--- src/rtl/pkt_ring_pkg.sv ---
package pkt_ring_pkg;
  parameter int TYPE_W = 2;
  parameter int ADDR_W = 3;
  parameter int DATA_W = 16;
  parameter int CRC_W  = 3;
  parameter int BYTE_W = 8;

  localparam int BODY_W  = TYPE_W + ADDR_W + DATA_W;
  localparam int PKT_W   = BODY_W + CRC_W;
  localparam int N_BYTES = PKT_W / BYTE_W;

  typedef enum logic [TYPE_W-1:0] {
    PK_CMD   = 2'b00,
    PK_ACT   = 2'b01,
    PK_SENSE = 2'b10,
    PK_FAULT = 2'b11
  } pkt_kind_e;

  typedef struct packed {
    pkt_kind_e         kind;
    logic [ADDR_W-1:0] addr;
    logic [DATA_W-1:0] data;
  } pkt_body_t;
endpackage

--- src/rtl/pkt_rst_sync.sv ---
module pkt_rst_sync #(
  parameter int STAGES = 2
) (
  input  logic clk,
  input  logic rst_n,
  output logic rst_sync_n
);
  logic [STAGES-1:0] chain;

  always_ff @(posedge clk or negedge rst_n) begin
    if (!rst_n) chain <= '0;
    else        chain <= {chain[STAGES-2:0], 1'b1};
  end

  assign rst_sync_n = chain[STAGES-1];
endmodule

--- src/rtl/pkt_crc_gen.sv ---
// Bit-serial remainder unrolled across the input word, most significant bit first.
module pkt_crc_gen #(
  parameter int IN_W = 21,
  parameter int CRC_W = 3,
  parameter logic [CRC_W-1:0] POLY = 3'b011
) (
  input  logic [IN_W-1:0]  body,
  output logic [CRC_W-1:0] crc
);
  logic [IN_W:0][CRC_W-1:0] stage;

  assign stage[0] = '0;

  for (genvar i = 0; i < IN_W; i++) begin : g_step
    logic fb;
    assign fb = stage[i][CRC_W-1] ^ body[IN_W-1-i];
    assign stage[i+1] = {stage[i][CRC_W-2:0], 1'b0} ^ (fb ? POLY : '0);
  end

  assign crc = stage[IN_W];
endmodule

--- src/rtl/pkt_tx_ser.sv ---
module pkt_tx_ser
  import pkt_ring_pkg::*;
#(
  parameter logic [CRC_W-1:0] POLY = 3'b011
) (
  input  logic              clk,
  input  logic              rst_n,
  input  logic              start,
  input  pkt_body_t         body,
  output logic              ready,
  output logic              byte_valid,
  output logic [BYTE_W-1:0] byte_out
);
  localparam int CW = $clog2(N_BYTES + 1);

  logic [CRC_W-1:0] crc;
  logic [PKT_W-1:0] shreg, shreg_n;
  logic [CW-1:0]    left, left_n;
  logic             accept, shift_en;

  pkt_crc_gen #(.IN_W(BODY_W), .CRC_W(CRC_W), .POLY(POLY)) u_crc (
    .body (body),
    .crc  (crc)
  );

  always_comb begin
    accept   = start && (left == '0);
    shift_en = accept || (left != '0);
    shreg_n  = shreg;
    left_n   = left;
    if (accept) begin
      shreg_n = {body, crc};
      left_n  = CW'(N_BYTES);
    end else if (left != '0) begin
      shreg_n = shreg << BYTE_W;
      left_n  = left - 1'b1;
    end
  end

  always_ff @(posedge clk or negedge rst_n) begin
    if (!rst_n) left <= '0;
    else        left <= left_n;
  end

  always_ff @(posedge clk) begin
    if (shift_en) shreg <= shreg_n;
  end

  assign ready      = (left == '0);
  assign byte_valid = (left != '0);
  assign byte_out   = shreg[PKT_W-1 -: BYTE_W];
endmodule

--- src/rtl/pkt_rx_asm.sv ---
module pkt_rx_asm
  import pkt_ring_pkg::*;
#(
  parameter logic [CRC_W-1:0] POLY = 3'b011
) (
  input  logic              clk,
  input  logic              rst_n,
  input  logic              in_valid,
  input  logic [BYTE_W-1:0] in_byte,
  output logic              pkt_valid,
  output pkt_body_t         body,
  output logic              crc_err
);
  localparam int HW  = PKT_W - BYTE_W;
  localparam int CNW = $clog2(N_BYTES);

  logic [HW-1:0]    held, held_n;
  logic [CNW-1:0]   got, got_n;
  logic [PKT_W-1:0] full;
  logic [CRC_W-1:0] calc;
  logic             last;

  assign full = {held, in_byte};
  assign last = in_valid && (got == CNW'(N_BYTES - 1));

  always_comb begin
    got_n  = got;
    held_n = held;
    if (in_valid) begin
      held_n = HW'({held, in_byte});
      got_n  = last ? '0 : got + 1'b1;
    end
  end

  always_ff @(posedge clk or negedge rst_n) begin
    if (!rst_n) got <= '0;
    else        got <= got_n;
  end

  always_ff @(posedge clk) begin
    if (in_valid) held <= held_n;
  end

  pkt_crc_gen #(.IN_W(BODY_W), .CRC_W(CRC_W), .POLY(POLY)) u_crc (
    .body (full[PKT_W-1:CRC_W]),
    .crc  (calc)
  );

  assign pkt_valid = last;
  assign body      = pkt_body_t'(full[PKT_W-1:CRC_W]);
  assign crc_err   = last && (calc != full[CRC_W-1:0]);
endmodule

--- src/rtl/pkt_crc_codec.sv ---
module pkt_crc_codec
  import pkt_ring_pkg::*;
#(
  parameter logic [CRC_W-1:0] CRC_POLY = 3'b011
) (
  input  logic              clk,
  input  logic              rst_n,
  input  logic              tx_start,
  input  logic [TYPE_W-1:0] tx_kind,
  input  logic [ADDR_W-1:0] tx_addr,
  input  logic [DATA_W-1:0] tx_data,
  output logic              tx_ready,
  output logic              tx_byte_valid,
  output logic [BYTE_W-1:0] tx_byte,
  input  logic              rx_byte_valid,
  input  logic [BYTE_W-1:0] rx_byte,
  output logic              rx_valid,
  output logic [TYPE_W-1:0] rx_kind,
  output logic [ADDR_W-1:0] rx_addr,
  output logic [DATA_W-1:0] rx_data,
  output logic              rx_crc_err
);
  logic      rst_core_n;
  pkt_body_t tx_body, rx_body;

  pkt_rst_sync #(.STAGES(2)) u_rst (
    .clk        (clk),
    .rst_n      (rst_n),
    .rst_sync_n (rst_core_n)
  );

  assign tx_body = '{kind: pkt_kind_e'(tx_kind), addr: tx_addr, data: tx_data};

  pkt_tx_ser #(.POLY(CRC_POLY)) u_tx (
    .clk        (clk),
    .rst_n      (rst_core_n),
    .start      (tx_start),
    .body       (tx_body),
    .ready      (tx_ready),
    .byte_valid (tx_byte_valid),
    .byte_out   (tx_byte)
  );

  pkt_rx_asm #(.POLY(CRC_POLY)) u_rx (
    .clk       (clk),
    .rst_n     (rst_core_n),
    .in_valid  (rx_byte_valid),
    .in_byte   (rx_byte),
    .pkt_valid (rx_valid),
    .body      (rx_body),
    .crc_err   (rx_crc_err)
  );

  assign rx_kind = rx_body.kind;
  assign rx_addr = rx_body.addr;
  assign rx_data = rx_body.data;
endmodule

--- config.mk ---
export PLATFORM = sky130hd
export DESIGN_NAME = pkt_crc_codec
export DESIGN_NICKNAME = d
export VERILOG_FILES = /design/src/rtl/pkt_ring_pkg.sv /design/src/rtl/pkt_rst_sync.sv /design/src/rtl/pkt_crc_gen.sv /design/src/rtl/pkt_tx_ser.sv /design/src/rtl/pkt_rx_asm.sv /design/src/rtl/pkt_crc_codec.sv
export SDC_FILE = /design/constraint.sdc
export NUM_CORES = 1
export LEC_CHECK = 0
export ABC_AREA = 1
export ABC_CLOCK_PERIOD_IN_PS = 5100
export BUFFER_PORTS_ARGS = -buffer_cell sky130_fd_sc_hd__buf_4
export CORE_MARGIN = 8
export CORE_UTILIZATION = 25
export CTS_CLUSTER_SIZE = 10
export DETAILED_ROUTE_END_ITERATION = 10
export GPL_TIMING_DRIVEN = 1
export SYNTH_ARGS = -nofsm -noshare
export SYNTH_HDL_FRONTEND = slang
export SYNTH_SLANG_ARGS = --single-unit
--- constraint.sdc ---
create_clock -name clk -period 5.1 [get_ports clk]
set_input_delay 1.275 -clock clk [delete_from_list [all_inputs] [get_ports clk]]
set_output_delay 1.275 -clock clk [all_outputs]
set_load 0.02 [all_outputs]
==> flow_summary.ini <==
[status]
status = complete, no violations

[yosys]
synth_edf_count = 40
synth_top_family_by_area = simple AND/OR/NAND/NOR gates
muxShareOfSynthArea = 0
yosysUniqueCellTypes = 24
synth_adder_area_share = 0.00377
yosys_warnings = 0
synth_compound_area_frac = 0.0332
synthTopCellsByArea = edfxtp_1 (36%), nand2_1 (21%), nand3_1 (8.2%)
seq_area_frac_synth = 0.408
synth-async-reset-ratio = 0.130
synth_area_mm2 = 0.00332
synth_area_per_cell_um2 = 7.15
synth_top_area_share = 0.362
syn_nets = 498
synth-simple-area-share = 0.411
synth_flop_cell = edfxtp_1
synth_seq_cells = 46
synthCells = 464
yosysTopAreaCell = edfxtp_1
synth-xor-area-share = 0.0351

[power_and_ir_drop]
power.density_mw_per_mm2 = 403
total_power_mw = 1.63
ir_drop_mv = 0.170
p_leak_nw = 2.16
p_seq_frac = 0.363
internal_power_uw = 993
power.share.switching = 0.391
clockPowerShare = 0.192
p_switching_uw = 639
pwr-share-comb = 0.445

[global_routing]
grt_use_met1 = 0.105
met3_usage = 0.0164
grt_pass1_wl_mm = 12.5
grt_usage = 0.0857
grt.overflow.total = 0
grt-busiest-layer = met2
met2_usage = 0.149
antenna_found_initial = 0
grt_max_degree = 38
grt_pass1_vias = 2833

[placed_design]
dp_hpwl_mm = 6.31
dp_slack_ns = 1.02
place_congestion = 0.830
io_buffer_count = 65
placedCellCount = 688

[sta]
maxSlewViolCount = 0
fin_crit_ns = 4.21
hold_viol = 0
timing.slew.headroom = 0.339
post-route-period-util = 0.825
finalSetupTns_ns = 0
rsz0062_at_grt = false
clock.fmax_ghz = 0.238
finalClockSkew_ns = 0.00632
worst_slack_ns = 0.894
setup_violations = 0
worst_pin_slew_ns = 0.989

[drt]
routedWlPerCell_um = 11.0
vias = 2878
drt_first_pass_iters = 4
wl_mm = 7.62
viasPerCell = 4.14
ant_nets = 0
route.detailed.drc = 0
drtIter0Drc = 160

[finish]
layout_commonest_cell = nand2_1
most-common-layout-cells = nand2_1 (189), buf_4 (65), inv_1 (55)
final_core_util = 0.310
fin_nets = 553
stdcell_count = 696
syn2layout_area_growth_pct = 22.2
drive_gt1_frac = 0.233
antenna-diode-count = 0

[critical_path]
cp_max_fo = 6
cp.arrival_ns = 2.93
cp.required_ns = 3.83
critical_path_class = flip-flop to output pin
rrSetupSlack_ns = 3.09
start_kind = flip-flop
end_kind = output pin

[floorplanning]
core_area_mm2 = 0.0131
die_w_um = 131
pin_count = 66
dieHeight_um = 131
fp-row-count = 42
die-area_mm2 = 0.0172
start_util = 0.253

[clock_network]
cts_setup_buffers = 0
root_buffer = clkbuf_16
path_clk_slew_ns = 0.06
cts_buffers = 5
postCtsResizedCells = 0
cts.path.max_buffers = 2
clk_latency_ns = 0.28
cts_hold_buf = 0
tritoncts = done
numClockSinks = 46
htree_levels = 2

[flow_run]
drv_cap = 0

[min_path]
min_path_type = flip-flop to async pin
## Yosys cell counts (3+ instances only)
cell,number
a21oi_1,5
buf_4,14
clkbuf_1,3
dfrtp_1,6
edfxtp_1,40
inv_1,55
inv_2,9
nand2_1,189
nand2_2,28
nand2_4,6
nand3_1,54
nand3_2,4
nand3b_1,4
nor2_1,15
o21ai_0,17
xnor2_1,3
xor2_1,5
## cells by family after synthesis
kind of cell | Yosys count
DFF | 46
adders and majority gates | 1
buffers and inverters | 82
AOI/OAI and AO/OA | 22
and+or+nand+nor | 302
xor gates and xnor gates | 10
other | 1
## registers in the layout (all words and copies together) (netlist names)
register,flops
u_tx.shreg,24
u_rx.held,16
u_rst.chain,2
u_rx.got,2
u_tx.left,2
## power by group through the flow
stage	Sequential, mW	Combinational, mW	Clock [mW]
after floorplan	0.596	0.561	0
after global placement	0.604	0.705	0
after detailed placement	0.604	0.729	0
after CTS	0.596	0.733	0.326
after global routing	0.610	0.822	0.340
final	0.593	0.726	0.313
## metrics by stage
step                      area [µm²]  hold slack [ns]
after global routing            4050           0.0885
after detailed placement        3910           0.0659
after global placement          3910           0.0643
final                           4050           0.0640
after CTS                       4050           0.0716
after floorplan                 3320           0.0403
## worst paths after layout
path,from,endpoint,depth (start not counted)
setup / recovery,u_rx.held[14],rx_crc_err,23
hold / removal,u_rst.chain[1],u_tx.left[1],0
hold reg to reg,u_rst.chain[1],u_tx.left[1],0
min in group clk,u_rst.chain[0],u_rst.chain[1],0
setup reg to reg,u_tx.left[0],u_tx.shreg[2],6
max in group asynchronous,rst_n,u_rst.chain[1],1
## routing by layer
layer / vias to the layer above / routed length [µm]
li1: 1552 / -
met1: 1274 / 3610
met2: 50 / 3670
met3: 2 / 289
met4: 0 / 50
met5: - / 0
## worst max-delay path: stages, from the launching register on
cell	delay, ns
edfxtp_1	0.47
inv_1	0.16
nand2_1	0.06
nand2_1	0.11
nand3_1	0.10
nand2_1	0.14
nand2_1	0.06
nand2_1	0.07
nand3_1	0.11
nand2_1	0.12
nand2_1	0.08
nand2_1	0.10
nand2_1	0.07
nand2_1	0.10
nand2_1	0.06
nand2_1	0.10
nand3_1	0.11
nand3_1	0.11
nand2_1	0.05
nor2_1	0.12
nand3_1	0.08
nand2_1	0.07
inv_1	0.04
buf_4	0.14
## area by class of cell
type / count / area [µm²]
fill: 1379 / 9030
multi-input combinational: 336 / 1600
sequential: 46 / 1350
timing repair buffer: 65 / 488
inverter: 65 / 244
tap: 176 / 220
clock buffer: 6 / 129
clock inverter: 2 / 13.8
No activity file was read; power rests on OpenSTA's default activity.
